$ cat config.mk
export PLATFORM = sky130hd
export DESIGN_NAME = pw_frame_tx
export DESIGN_NICKNAME = d
export VERILOG_FILES = /design/src/rtl/pw_tx_pkg.sv /design/src/rtl/pw_timebase.sv /design/src/rtl/pw_bitsrc.sv /design/src/rtl/pw_seq.sv /design/src/rtl/pw_frame_tx.sv
export SDC_FILE = /design/constraint.sdc
export NUM_CORES = 1
export LEC_CHECK = 0
export BUFFER_PORTS_ARGS = -buffer_cell sky130_fd_sc_hd__buf_2
export CAP_MARGIN = 5
export CORE_ASPECT_RATIO = 0.9
export CORE_MARGIN = 4
export CORE_UTILIZATION = 59
export DETAILED_ROUTE_END_ITERATION = 8
export PLACE_DENSITY = 0.81
export SLEW_MARGIN = 20
export SYNTH_ARGS = -nofsm -noshare
export SYNTH_HDL_FRONTEND = slang
export SYNTH_SLANG_ARGS = --single-unit
$ cat constraint.sdc
create_clock -name clk -period 4.58 [get_ports clk]
set_clock_uncertainty 0.05 [all_clocks]
set_input_delay 0.687 -clock clk [delete_from_list [all_inputs] [get_ports clk]]
set_output_delay 0.687 -clock clk [all_outputs]
set_load 0.05 [all_outputs]
$ cat src/rtl/pw_tx_pkg.sv
package pw_tx_pkg;
  typedef enum logic [2:0] {
    ST_IDLE,
    ST_LEAD,
    ST_PAUSE,
    ST_MARK,
    ST_TAIL
  } tx_state_e;
endpackage

$ cat src/rtl/pw_timebase.sv
module pw_timebase #(
  parameter int TW     = 16,
  parameter int LEAD_T = 330
) (
  input  logic          clk,
  input  logic          rst_n,
  input  logic          clear,
  input  logic          run,
  input  logic          add_en,
  input  logic [TW-1:0] add_val,
  output logic          hit
);
  logic [TW-1:0] tcnt_q;
  logic [TW-1:0] dl_q;
  logic [TW-1:0] tcnt_nx;

  assign tcnt_nx = tcnt_q + TW'(1);
  assign hit     = run && (tcnt_nx == dl_q);

  // single running deadline: every segment is added to it, never restarted
  always_ff @(posedge clk) begin
    if (!rst_n) begin
      tcnt_q <= '0;
      dl_q   <= '0;
    end else if (clear) begin
      tcnt_q <= '0;
      dl_q   <= TW'(LEAD_T);
    end else if (run) begin
      tcnt_q <= tcnt_nx;
      if (add_en) dl_q <= dl_q + add_val;
    end
  end

  // the deadline always stays ahead of elapsed ticks
  a_r9_deadline_ahead: assert property (@(posedge clk) disable iff (!rst_n)
    run |-> (dl_q > tcnt_q));
endmodule

$ cat src/rtl/pw_bitsrc.sv
module pw_bitsrc #(
  parameter int FW = 32,
  parameter int LW = 5
) (
  input  logic          clk,
  input  logic          rst_n,
  input  logic          load,
  input  logic [FW-1:0] frame_in,
  input  logic [LW-1:0] len_in,
  input  logic          take,
  input  logic          ks_bit,
  output logic          tx_bit,
  output logic          none_left,
  output logic          ks_adv
);
  logic [FW-1:0] sh_q;
  logic [LW-1:0] rem_q;
  logic          tx_q;
  logic          adv_q;

  always_ff @(posedge clk) begin
    if (!rst_n) begin
      sh_q  <= '0;
      rem_q <= '0;
      tx_q  <= 1'b0;
      adv_q <= 1'b0;
    end else begin
      adv_q <= take;
      if (load) begin
        sh_q  <= frame_in;
        rem_q <= len_in;
      end else if (take) begin
        tx_q  <= sh_q[0] ^ ks_bit;
        sh_q  <= {1'b0, sh_q[FW-1:1]};
        rem_q <= rem_q - LW'(1);
      end
    end
  end

  assign tx_bit    = tx_q;
  assign none_left = (rem_q == '0);
  assign ks_adv    = adv_q;

  // a bit is only taken while frame bits remain
  a_r5_take_has_bits: assert property (@(posedge clk) disable iff (!rst_n)
    take |-> (rem_q != '0));
endmodule

$ cat src/rtl/pw_seq.sv
module pw_seq
  import pw_tx_pkg::*;
#(
  parameter int TW      = 16,
  parameter int PAUSE_T = 30,
  parameter int ONE_T   = 150,
  parameter int ZERO_T  = 90
) (
  input  logic          clk,
  input  logic          rst_n,
  input  logic          start,
  input  logic          len_zero,
  input  logic          hit,
  input  logic          none_left,
  input  logic          tx_bit,
  output logic          clear,
  output logic          run,
  output logic          add_en,
  output logic [TW-1:0] add_val,
  output logic          load,
  output logic          take,
  output logic          line,
  output logic          busy,
  output logic          done
);
  localparam logic [TW-1:0] PAUSE_V = TW'(PAUSE_T);
  localparam logic [TW-1:0] ONE_V   = TW'(ONE_T - PAUSE_T);
  localparam logic [TW-1:0] ZERO_V  = TW'(ZERO_T - PAUSE_T);

  tx_state_e     state_q, state_d;
  logic          line_q, done_q, done_d;
  logic [TW-1:0] lowrun_q;

  always_comb begin
    state_d = state_q;
    clear   = 1'b0;
    load    = 1'b0;
    take    = 1'b0;
    add_val = '0;
    done_d  = 1'b0;
    unique case (state_q)
      ST_IDLE: if (start) begin
        clear = 1'b1;
        load  = 1'b1;
        if (len_zero) done_d  = 1'b1;
        else          state_d = ST_LEAD;
      end
      ST_LEAD: if (hit) begin
        state_d = ST_PAUSE;
        take    = 1'b1;
        add_val = PAUSE_V;
      end
      ST_PAUSE: if (hit) begin
        state_d = ST_MARK;
        add_val = tx_bit ? ONE_V : ZERO_V;
      end
      ST_MARK: if (hit) begin
        add_val = PAUSE_V;
        if (none_left) state_d = ST_TAIL;
        else begin
          state_d = ST_PAUSE;
          take    = 1'b1;
        end
      end
      ST_TAIL: if (hit) begin
        state_d = ST_IDLE;
        done_d  = 1'b1;
      end
      default: state_d = ST_IDLE;
    endcase
  end

  always_ff @(posedge clk) begin
    if (!rst_n) begin
      state_q  <= ST_IDLE;
      line_q   <= 1'b1;
      done_q   <= 1'b0;
      lowrun_q <= '0;
    end else begin
      state_q  <= state_d;
      line_q   <= !(state_d == ST_PAUSE || state_d == ST_TAIL);
      done_q   <= done_d;
      lowrun_q <= line_q ? '0 : lowrun_q + TW'(1);
    end
  end

  assign run    = (state_q != ST_IDLE);
  assign add_en = hit;
  assign line   = line_q;
  assign busy   = (state_q != ST_IDLE);
  assign done   = done_q;

  // every low stretch is exactly one pause long
  a_r3_pause_len: assert property (@(posedge clk) disable iff (!rst_n)
    $rose(line_q) |-> (lowrun_q == PAUSE_V));
  a_r3_pause_cap: assert property (@(posedge clk) disable iff (!rst_n)
    lowrun_q <= PAUSE_V);
  // a running frame never returns to its lead-in
  a_r7_no_restart: assert property (@(posedge clk) disable iff (!rst_n)
    (start && state_q != ST_IDLE && state_q != ST_LEAD) |=> (state_q != ST_LEAD));
endmodule

$ cat src/rtl/pw_frame_tx.sv
module pw_frame_tx #(
  parameter int FW      = 32,
  parameter int LW      = 5,
  parameter int TW      = 16,
  parameter int LEAD_T  = 330,
  parameter int PAUSE_T = 30,
  parameter int ONE_T   = 150,
  parameter int ZERO_T  = 90
) (
  input  logic          clk,
  input  logic          rst_n,
  input  logic          start,
  input  logic [FW-1:0] frame_word,
  input  logic [LW-1:0] frame_len,
  input  logic          ks_bit,
  output logic          ks_adv,
  output logic          line_out,
  output logic          busy,
  output logic          done
);
  logic          clear, run, add_en, load, take, hit, none_left, tx_bit;
  logic [TW-1:0] add_val;

  pw_timebase #(.TW(TW), .LEAD_T(LEAD_T)) u_time (
    .clk(clk), .rst_n(rst_n), .clear(clear), .run(run),
    .add_en(add_en), .add_val(add_val), .hit(hit)
  );

  pw_bitsrc #(.FW(FW), .LW(LW)) u_bits (
    .clk(clk), .rst_n(rst_n), .load(load), .frame_in(frame_word),
    .len_in(frame_len), .take(take), .ks_bit(ks_bit), .tx_bit(tx_bit),
    .none_left(none_left), .ks_adv(ks_adv)
  );

  pw_seq #(.TW(TW), .PAUSE_T(PAUSE_T), .ONE_T(ONE_T), .ZERO_T(ZERO_T)) u_seq (
    .clk(clk), .rst_n(rst_n), .start(start), .len_zero(frame_len == '0),
    .hit(hit), .none_left(none_left), .tx_bit(tx_bit), .clear(clear),
    .run(run), .add_en(add_en), .add_val(add_val), .load(load), .take(take),
    .line(line_out), .busy(busy), .done(done)
  );

  // done is a lone pulse outside busy
  a_r6_done_single: assert property (@(posedge clk) disable iff (!rst_n)
    done |=> !done);
  a_r6_done_not_busy: assert property (@(posedge clk) disable iff (!rst_n)
    done |-> !busy);
  // keystream steps only inside a pause
  a_r5_adv_in_pause: assert property (@(posedge clk) disable iff (!rst_n)
    ks_adv |-> (!line_out && busy));
endmodule

Yosys cells after proc, flatten, opt, wreduce, memory -nomap -nowiden

Index checks and enable logic that the tools add are counted.

Bits in registers: 76
Output and inout port bits: 4
Bits of input ports: 41
Word-level logic and storage cells: 66

Reductions and logical operators: 15
Add/sub/neg operators: 3
Bitwise logic cells: 3
Multiplexer cells: 28
Equality and inequality tests: 7

Operators by type and width:

| kind                                                                  | number |
|---|---|
| 32-bit 2-to-1 mux                                                     | 2 |
| 16-bit case mux with 2 select lines                                   | 1 |
| 9-bit 2-to-1 mux                                                      | 3 |
| 3-bit 2-to-1 mux                                                      | 7 |
| 16-bit by 1-bit adder with 16-bit output, second input constant       | 1 |
| 16-bit adder                                                          | 1 |
| 16-bit equality test                                                  | 1 |
| 16-bit 2-to-1 mux                                                     | 1 |
| 5-bit 2-to-1 mux                                                      | 3 |
| 3-bit case mux with 5 select lines                                    | 1 |
| 5-bit zero test                                                       | 2 |
| 3-bit by 2-bit equality test with 1-bit output, second input constant | 3 |
| 1-bit 2-to-1 mux                                                      | 7 |
| 7-bit 2-to-1 mux                                                      | 1 |
| 3-bit equality test, second input constant                            | 2 |
| 2-bit AND reduction                                                   | 3 |
| 2-bit nonzero test                                                    | 3 |
| 5-bit by 1-bit subtractor with 5-bit output, second input constant    | 1 |
| 1-bit case mux with 2 select lines                                    | 2 |
| 2-bit OR reduction                                                    | 2 |
| 3-bit by 1-bit equality test with 1-bit output, second input constant | 1 |
| 3-bit zero test                                                       | 1 |
| 3-bit nonzero test                                                    | 1 |
| 1-bit inverter                                                        | 2 |
| 4 further kinds                                                       | 4 |

Depth between registers and ports, before layout

Depth in word-level cells: 9
Gate-level depth with buffers: 18
Mapped depth without buffers: 17

Modules after synthesis

From an unflattened synthesis, not the netlist that was laid out.

Cell total of the unflattened synthesis: 602
Area total of the unflattened synthesis: 4947.2 sq um

By module, submodules not included:

| module      | sequential area each (sq um) | area each (sq um) | instances | cells an instance |
|---|---|---|---|---|
| pw_timebase | 640.6                        | 2643.8            | 1         | 335 |
| pw_bitsrc   | 780.7                        | 1873.0            | 1         | 212 |
| pw_seq      | 100.1                        | 419.2             | 1         | 53 |
| pw_frame_tx | 0.0                          | 11.3              | 1         | 2 |

Least setup slack after synthesis

OpenSTA, ideal clock, no wires.

Kind: register -> register
From: reg u_seq.state_q[0]
To: reg u_time.dl_q[15]
Library setup time: 71 ps
Buffers on the path: 1
Required time: 4459 ps
Period minus slack after synthesis: 3950 ps
Cell stages (with the launch flop): 17
Arrival: 3829 ps
Path slack: 630 ps
Cells stage by stage: dfxtp_1 > buf_2 > nor3_1 > inv_1 > o2111ai_1 > a2111oi_4 > nand3_2 > nor4_4 > and4bb_2 > and2_1 > ha_1 > o21ai_0 > nand2b_1 > nand3_2 > or3_4 > or4_1 > a21oi_1

Longest elaborated chain between the ends: 5
Elaborated cells between the ends (all ways): 14
Those cells by class: add/sub: 1; eq/ne: 3; mux: 4; reduce/logical: 6

RTL lines:

| element                                                      | line                                     | RTL |
|---|---|---|
| start: declaration                                           | pw_seq.sv:30                             | `tx_state_e state_q, state_d;` |
| start signal: assignment                                     | pw_seq.sv:80                             | `state_q <= state_d;` |
| 3-bit nonzero test (*)                                       | n/a                                      |  |
| net busy                                                     | pw_frame_tx.sv:18                        | `output logic busy,` |
| 1-bit logical AND                                            | pw_timebase.sv:18                        | `assign hit = run && (tcnt_nx == dl_q);` |
| 16-bit 2-to-1 mux / 5-bit 2-to-1 mux (equally long branches) | pw_seq.sv:53, pw_seq.sv:48, pw_seq.sv:57 |  |
| 16-bit case mux with 2 select lines                          | pw_seq.sv:41                             | `unique case (state_q)` |
| 16-bit adder                                                 | pw_timebase.sv:30                        | `if (add_en) dl_q <= dl_q + add_val;` |
| end signal: assignment                                       | pw_timebase.sv:27                        | `dl_q <= TW'(LEAD_T);` |
| end signal: assignment                                       | pw_timebase.sv:30                        |  |
| end: declaration                                             | pw_timebase.sv:14                        | `logic [TW-1:0] dl_q;` |

The timed path passes the listed nets; every way through them passes the cells marked *.
A chain may end at the register's enable or synchronous reset.

Worst setup path after layout

From: reg u_time.tcnt_q[0]
To: reg u_time.dl_q[15]

Longest elaborated chain between the ends: 6
Elaborated cells between the ends (all ways): 8
Those cells by class: add/sub: 2; eq/ne: 1; mux: 3; reduce/logical: 2

RTL lines:

| element                                                      | line                                     | RTL |
|---|---|---|
| start: declaration                                           | pw_timebase.sv:13                        | `logic [TW-1:0] tcnt_q;` |
| start signal: assignment                                     | pw_timebase.sv:29                        | `tcnt_q <= tcnt_nx;` |
| 16-bit by 1-bit adder with 16-bit output (*)                 | pw_timebase.sv:17                        | `assign tcnt_nx = tcnt_q + TW'(1);` |
| 16-bit equality test (*)                                     | pw_timebase.sv:18                        |  |
| 1-bit logical AND (*)                                        | pw_timebase.sv:18                        |  |
| 16-bit 2-to-1 mux / 5-bit 2-to-1 mux (equally long branches) | pw_seq.sv:53, pw_seq.sv:48, pw_seq.sv:57 |  |
| 16-bit case mux with 2 select lines                          | pw_seq.sv:41                             |  |
| 16-bit adder                                                 | pw_timebase.sv:30                        |  |

Every way passes the cells marked *; elsewhere a longest branch is shown, timed or not.

==> run_results.csv <==
group,metric,value,unit
routing,first_iter_violations,167,
worst_setup_path,crit_type,"register to register",
power_and_ir_drop,powerDensity,307,nW/um^2
synthesis,synth_cells,486,
die,dieWidth,94.9,um
sta,finalCriticalPeriod,4.29,ns
grt,grt_max_degree,43,
die,core-area,6590,um^2
sta,final.setup.worst_slack,0.286,ns
routing,routed_via_density,5.75,
clock_network,cts-root-buf,"clkbuf_8",
worst_setup_path,critPathArrivalTime,4.51,ns
sta,max_slew_margin,37.6,%
synthesis,ys_types,60,
sta,tns,0,ns
routing,firstDrtPassIters,4,
status,run_status,"complete, no violations",
power_and_ir_drop,leakage,0.00160,uW
place,hpwl,6040,um
die,die_area,8180,um^2
clock_network,postCtsHoldBufs,0,
clock_network,clock_sinks,75,
routing,num_vias,3497,
routing,ant_nets,0,
run,cap_violations,0,
worst_setup_path,critPathMaxFanout,7,
clock_network,clk_latency,0.35,ns
routing,wl_per_cell,14.1,um
power_and_ir_drop,max-vdd-ir-drop,195,uV
place,dpl_cell_area,4230,um^2
place,io_buffers,44,
layout,drive_above_1_share,16.6,%
sta,worst_pin_slew,0.934,ns
layout,final_area,4450,um^2
grt,grt-ovfl-total,0,
synthesis,synth.cell_area,4010,um^2
die,start_util,60.9,%
sta,finalSetupViolCount,0,
routing,routed_wl,8600,um
place,dp_cells,590,
grt,grt_pass1_vias,3255,
worst_setup_path,start_kind,"register",
sta,rsz0062_at_grt,"false",
clock_network,cts.clk_slew.worst_paths,0.09,ns
layout,area_delta_synth_final,11.0,%
synthesis,async_flop_share,0,%
sta,hold_viol,0,
sta,slew_viol_final,0,
worst_setup_path,required,4.79,ns
sta,period_share,93.8,%
routing,drc,0,
synthesis,syn_avg_cell_area,8.25,um^2
clock_network,numCtsBuffers,9,
layout,insertedDiodeCount,0,
synthesis,yosysWarningCount,0,
worst_setup_path,setup.worst_path.end_class,"register",
clock_network,cts_tree,"done",
synthesis,synthesis.nets,534,
die,std_cell_rows,28,
synthesis,synth_seq_area_share,37.5,%
clock_network,htree_num_levels,3,
layout,layout.nets,561,
layout,stdcell_count,608,
clock_network,cts_buffer_depth,2,
hold_path,hold_class,"register to register",
synthesis,ys_seq_elements,75,
die,ios,45,
synthesis,ys.flop_type,"dfxtp_1",
synthesis,synth_edf_count,0,
die,die_h,86.2,um
place,dpl_worst_slack,0.209,ns
place,gp_congestion,0.869,
grt,grt_usage,21.8,%
grt,grt_first_pass_wirelength,14400,um
sta,fmax,0.233,GHz
grt,grt_antenna_before_repair,0,
-- cells in the final DEF (no fill, tap or decap), drive strengths merged, types with 3 or more instances in the layout --
cell type,netlist,layout
nor3,10,10
buf,9,51
o31ai,8,8
xor2,14,14
or4,8,8
a22oi,35,35
nand4,7,7
ha,6,6
dfxtp,75,75
nor2,36,36
and2,4,4
a21oi,55,55
nor2b,7,7
and3,3,3
nand3,16,16
nor4,7,7
inv,12,16
o21ai,9,9
nand2b,3,3
a31oi,5,5
nand2,61,61
xnor2,30,30
a21o,3,3
clkbuf,26,9
or3,6,6
-- final cells by class --
cell class | instances | area [um^2]
multi-input combinational | 363 | 2310
inverter | 13 | 48.8
clock inverter | 7 | 82.6
tap | 90 | 113
fill | 585 | 2140
timing repair buffer | 51 | 273
clock buffer | 9 | 124
sequential | 75 | 1500
-- per-stage QoR --
| stage | utilization, % | hold WS (ns) | power [uW] |
|---|---|---|---|
| detailed placement | 64.2 | 0.398 | 850 |
| CTS | 67.3 | 0.410 | 1370 |
| finish | 67.5 | 0.407 | 1370 |
| floorplan | - | 0.386 | 806 |
| global route | 67.5 | 0.431 | 1420 |
| global placement | 64.2 | 0.391 | 845 |
-- critical path, cell delays in order (launching register included) --
cell and delay [ns]:
dfxtp_1 0.46, ha_1 0.31, nand3_2 0.18, nor4_1 0.39, xnor2_1 0.20, nand3_2 0.16, nor4_4 0.44, and4bb_2 0.33
and2_1 0.14, ha_1 0.14, o21ai_0 0.08, nand2b_1 0.13, nand3_2 0.14, or3_4 0.38, or4_1 0.51, a21oi_1 0.14
-- synth_stat cells (8+ instances only) --
| cell type | instances | share of area, % |
|---|---|---|
| xor2_1 | 14 | 3.1 |
| xnor2_1 | 30 | 6.6 |
| o21ai_0 | 9 | 1.1 |
| nor3_1 | 10 | 1.2 |
| nand2_1 | 61 | 5.7 |
| inv_1 | 12 | 1.1 |
| a22oi_1 | 35 | 6.6 |
| or4_1 | 8 | 1.5 |
| a21oi_1 | 55 | 6.9 |
| nor2_1 | 36 | 3.4 |
| dfxtp_1 | 75 | 37 |
| nand3_1 | 11 | 1.4 |
| clkbuf_1 | 25 | 2.3 |
-- cell families after synthesis --
family | Yosys count | synth area share, %
xor gates and xnor gates | 44 | 9.61
muxes | 3 | 0.780
adders and majority gates | 7 | 2.37
AOI/OAI and AO/OA | 129 | 20.8
and+or+nand+nor | 180 | 23.8
DFF | 75 | 37.5
buffers and inverters | 48 | 5.09
-- path summary, 6_finish.rpt --
check	start	to	slack, ns	cells after the start
hold reg to reg	u_bits.sh_q[17]	u_bits.sh_q[17]	0.41	2
setup reg to reg	u_time.tcnt_q[0]	u_time.dl_q[15]	0.29	15
setup / recovery	u_time.tcnt_q[0]	u_time.dl_q[15]	0.29	15
hold / removal	u_bits.sh_q[17]	u_bits.sh_q[17]	0.41	2
-- layer usage --
layer  track usage, %  vias to the layer above  part of all wire, %
met5                0                        -                    0
met3             6.16                        8                  5.1
met2             36.4                       74                   47
met4             5.24                        0                 0.73
met1             27.8                     1633                   47
li1                 -                     1782                    -
-- state kept, by name, summed over array words and instances, names as in the netlist --
signal	flops
u_seq.line	1
u_bits.tx_bit	1
u_bits.rem_q	5
u_bits.ks_adv	1
u_seq.done	1
u_bits.sh_q	32
u_time.tcnt_q	16
u_time.dl_q	15
u_seq.state_q	3
-- power by group --
part	internal [uW]	switching (uW)
clock	261	270
sequential	678	21.1
combinational	56.7	79.3
-- repair_timing --
action,in CTS,in global routing
setup buffers,0,2
endpoints found under the setup margin,0,4
resized for setup,0,0
Power figures use the tool's default switching activity.
